### src/rtl/rdy_dout_port.sv
module rdy_dout_port #(
  parameter int W      = 24,
  parameter int T_XFER = 4,
  parameter int T_LOW  = 3,
  parameter int T_HIGH = 2,
  parameter int T_DATA = 400
) (
  input  logic         clk,
  input  logic         rst_n,
  input  logic         sclk,
  input  logic         res_vld,
  input  logic [W-1:0] res,
  output logic         dout
);

  localparam int TM1 = (T_XFER > T_LOW) ? T_XFER : T_LOW;
  localparam int TM2 = (T_HIGH > T_DATA) ? T_HIGH : T_DATA;
  localparam int TMAX = (TM1 > TM2) ? TM1 : TM2;
  localparam int CW = $clog2(TMAX + 1);

  typedef enum logic [2:0] {IDLE, XFER, LOWP, HIGHP, DATA} st_t;

  st_t           state;
  logic [CW-1:0] cnt, lim;
  logic [W-1:0]  sr, hold;
  logic          pend;
  logic          s1, s2, s3;
  logic          fall, last;

  assign fall = s3 & ~s2 & (state == DATA);
  assign last = (cnt == lim);
  assign dout = (state == LOWP) ? 1'b0 : (state == DATA) ? sr[W-1] : 1'b1;

  always_comb begin
    case (state)
      XFER:    lim = CW'(T_XFER - 1);
      LOWP:    lim = CW'(T_LOW - 1);
      HIGHP:   lim = CW'(T_HIGH - 1);
      DATA:    lim = CW'(T_DATA - 1);
      default: lim = '0;
    endcase
  end

  always_ff @(posedge clk or negedge rst_n) begin
    if (!rst_n) begin
      state <= IDLE;
      cnt   <= '0;
      sr    <= '0;
      hold  <= '0;
      pend  <= 1'b0;
      s1    <= 1'b0;
      s2    <= 1'b0;
      s3    <= 1'b0;
    end else begin
      s1 <= sclk;
      s2 <= s1;
      s3 <= s2;
      if (res_vld) begin
        hold <= res;
        pend <= 1'b1;
      end
      if (state == IDLE) begin
        if (pend) begin
          state <= XFER;
          cnt   <= '0;
          sr    <= hold;
          if (!res_vld) pend <= 1'b0;
        end
      end else begin
        if (fall) sr <= {sr[W-2:0], 1'b0};
        if (last) begin
          cnt <= '0;
          case (state)
            XFER:    state <= LOWP;
            LOWP:    state <= HIGHP;
            HIGHP:   state <= DATA;
            default: state <= IDLE;
          endcase
        end else begin
          cnt <= cnt + 1'b1;
        end
      end
    end
  end


  strobe_low_chk: assert property (@(posedge clk) disable iff (!rst_n)
    (state == XFER && last) |=> !dout);


  window_end_chk: assert property (@(posedge clk) disable iff (!rst_n)
    (state == DATA && last) |=> dout);


  hold_bit_chk: assert property (@(posedge clk) disable iff (!rst_n)
    (state == DATA && !fall && !last) |=> $stable(dout));


  pend_set_chk: assert property (@(posedge clk) disable iff (!rst_n)
    res_vld |=> pend);


  idle_high_chk: assert property (@(posedge clk) disable iff (!rst_n)
    (state == IDLE && !pend) |=> dout);

endmodule

### config.mk
export PLATFORM = sky130hd
export DESIGN_NAME = rdy_dout_port
export DESIGN_NICKNAME = d
export VERILOG_FILES = /design/src/rtl/rdy_dout_port.sv
export SDC_FILE = /design/constraint.sdc
export NUM_CORES = 1
export LEC_CHECK = 0
export ABC_AREA = 1
export BUFFER_PORTS_ARGS = -buffer_cell sky130_fd_sc_hd__buf_2
export CAP_MARGIN = 20
export CELL_PAD_IN_SITES_DETAIL_PLACEMENT = 1
export CELL_PAD_IN_SITES_GLOBAL_PLACEMENT = 2
export CORE_AREA = 5 5 98 100
export CTS_CLUSTER_DIAMETER = 30
export DETAILED_ROUTE_END_ITERATION = 8
export DIE_AREA = 0 0 103 105
export GPL_TIMING_DRIVEN = 0
export PLACE_DENSITY = 0.78
export SLEW_MARGIN = 20
export SYNTH_ARGS = -nofsm -noshare
export SYNTH_HDL_FRONTEND = slang
export SYNTH_SLANG_ARGS = --single-unit
### constraint.sdc
create_clock -name clk -period 3.1 [get_ports clk]
set_clock_uncertainty 0.05 [all_clocks]
set_input_delay 0.465 -clock clk [delete_from_list [all_inputs] [get_ports clk]]
set_output_delay 0.465 -clock clk [all_outputs]
set_load 0.1 [all_outputs]
==> out/summary.txt <==
post-route ant nets: 0
Syn Inst Count: 292
DP Worst Slack: 1.34 ns
worst-skew pair later-pin latency: 0.33 ns
TritonCTS clock tree: done
measured slew at the worst slew-check pin: 0.516 ns
GPL Wtd Cong: 0.781
non-filler cells, final: 444
number of remaining DRC errors: 0
CP most frequent cell: inv_1
Core ar.: 8590 um^2
Async SR Flop Fraction: 100%
Period minus WS final: 2.10 ns
CP cell instances: inv_1 -> nor2_1 -> nand2_1 -> o21ai_0 -> inv_1 -> buf_2
VDD IR max: 0.360 mV
Hold Crit Depth: 1
Avg Inst Size Synth: 10.1 um^2
Int Pwr: 1.99 mW
final core occ: 40.1%
YS warnings: 0
vias in the first global route: 2,279
Final HPWL DP: 4390 um
Max Cap Viol: 0
final setup fails: 0
FILL cells: 999
initial antenna violation count: 0
commonest non-fill, non-tap cells in the layout: 74 x nand2_1, 64 x dfrtp_1, 32 x nor2_1, 31 x buf_2, 24 x mux2_2
nets@finish: 361
number of synthesized flops with an enable pin: 0
Clock Tree Buf Depth: 2
RSZ-0062 raised after global routing: no
layout cells sized above 1: 28.0%
final worst-path cycle share: 67.8%
Cell Area, Synth: 2940 um^2
Max Slew Vio Count: 0
Ports: 29
fmax: 0.476 GHz
initial core utilization: 34.2%
Crit. path cell count: 6
Design Power: 3.26 mW
Slew HR: 65.5%
sequential share of power: 37.8%
Worst Path Buf+Inv: 3
Hold Slack: 0.188 ns
Largest delay share family, worst path: buffers and inverters
Sw Ratio: 38.8%
dpl cells: 428
DIE WIDTH: 103 um
DR vias/cell: 4.76
first-pass GRT wire length: 10,700 um
post-route setup slack: 0.997 ns
Placed Area: 3230 um^2
reg2reg setup slack: 1.42 ns
drt wl/cell: 13.6 um
DR vias: 2,114
Clk pwr share: 22.8%
drt pass-1 iters: 4
syn_nets: 321
synth unique cells: 29
Yosys reg bits: 64
Crit Path Category: flip-flop to output pin
largest net degree at the start of global routing: 42
n_diodes: 0
initial drt markers: 44
Final Hold Violating Endpoints: 0
DRT Wirelength: 6040 um
Net Switching: 1.26 mW
outcome: finished, final reports clean
pwr dens: 946 nW/um^2
most common cell after layout, fill and taps aside: nand2_1
Post-CTS Setup Bufs: 0
Die Footprint: 10,800 um^2
Post-synth top flop: dfrtp_1
clk root buf: clkbuf_8
slowest stage cell, crit path: dfrtp_1
Hold-fix buffers, CTS: 1
Worst Hold Class: input pin to flip-flop
startpoint types: flip-flop
r2r worst-path depth: 6
Die Y: 105 um
CP Capture Type: output pin
Num CTS Buffers: 9
CP required: 2.58 ns
I/O Buffers: 27
TNS Setup: 0 ns
CP max stage delay: 0.44 ns
post-synthesis sequential area ratio: 54.6%
total grt overflow: 0
Rows: 34
leak pwr: 1.57 nW
CTS resizes: 0
CTS H-tree lvls: 3
CP arrival: 1.59 ns
worst-path maximum fanout: 4
clk sinks: 64
synth-to-layout area growth: 17.3%
Comb pwr share: 39.4%
gr usage total: 12.6%
CTS clk-pin slew, worst paths: 0.07 ns
fin area: 3440 um^2
power groups by stage:
stage                     registers (mW)  clock network (mW)  logic, mW
final                               1.23               0.743       1.28
after detailed placement            1.25                   0       1.31
after global placement              1.24                   0       1.28
after CTS                           1.23               0.776       1.32
after global routing                1.26               0.815       1.46
after floorplan                     1.20                   0       1.03
routing by layer:
layer | wire length (um) | share of wire (%) | vias up | track usage (%)
met5 | 0 | 0 | - | 0
met4 | 92 | 1.5 | 0 | 5.00
met3 | 163 | 2.7 | 7 | 3.13
met2 | 2940 | 49 | 25 | 19.3
met1 | 2850 | 47 | 1035 | 16.8
li1 | - | - | 1047 | -
path summary, 6_finish.rpt:
kind                          start  endpoint
setup reg to reg           state[0]    sr[20]
setup / recovery           state[1]      dout
max in group asynchronous     rst_n    sr[10]
hold / removal                 sclk        s1
hold reg to reg                  s1        s2
min in group asynchronous     rst_n        s3
flip-flops by register name, indices dropped and copies added, names as in the netlist:
signal and cells:
s2 1, state 3, pend 1, hold 24, s3 1, s1 1
cnt 9, sr 24
synthesized netlist by cell type, types with 2 or more instances:
cell type   n  area, um^2
nand2_1    74         278
dfrtp_1    64        1600
nor2_1     32         120
mux2_2     24         270
a31oi_1    17         106
nand3_1    16        80.1
inv_1      12        45.0
a31oi_2     6        75.1
buf_2       5        25.0
o21ai_1     5        25.0
clkbuf_1    4        15.0
nand2_4     4        45.0
o21ai_0     4        20.0
xor2_1      4        35.0
buf_6       2        22.5
buf_8       2        30.0
nand2_2     2        12.5
nand4_1     2        12.5
nor2_4      2        22.5
xnor2_1     2        17.5
cells by family (layout without fill, tap and decap cells):
family	count (synthesis)	after routing	share of synthesized area, %
DFF	64	64	54.6
xor gates and xnor gates	6	6	1.79
adders and majority gates	1	1	0.426
buffers and inverters	28	72	5.29
AOI/OAI and AO/OA	34	34	8.18
and+or+nand+nor	135	135	20.5
muxes	24	24	9.21
cell type report:
class | count | area [um^2] | area share (%)
flip-flops and latches | 64 | 1600 | 46.5
multi-input cells | 200 | 1180 | 34.2
repair buffers | 29 | 168 | 4.87
clock buffers | 12 | 165 | 4.80
well taps | 108 | 135 | 3.92
plain buffers | 14 | 100 | 2.91
inverters | 14 | 55.1 | 1.60
clock inverters | 3 | 40.0 | 1.16
No activity file was read; power rests on OpenSTA's default activity.
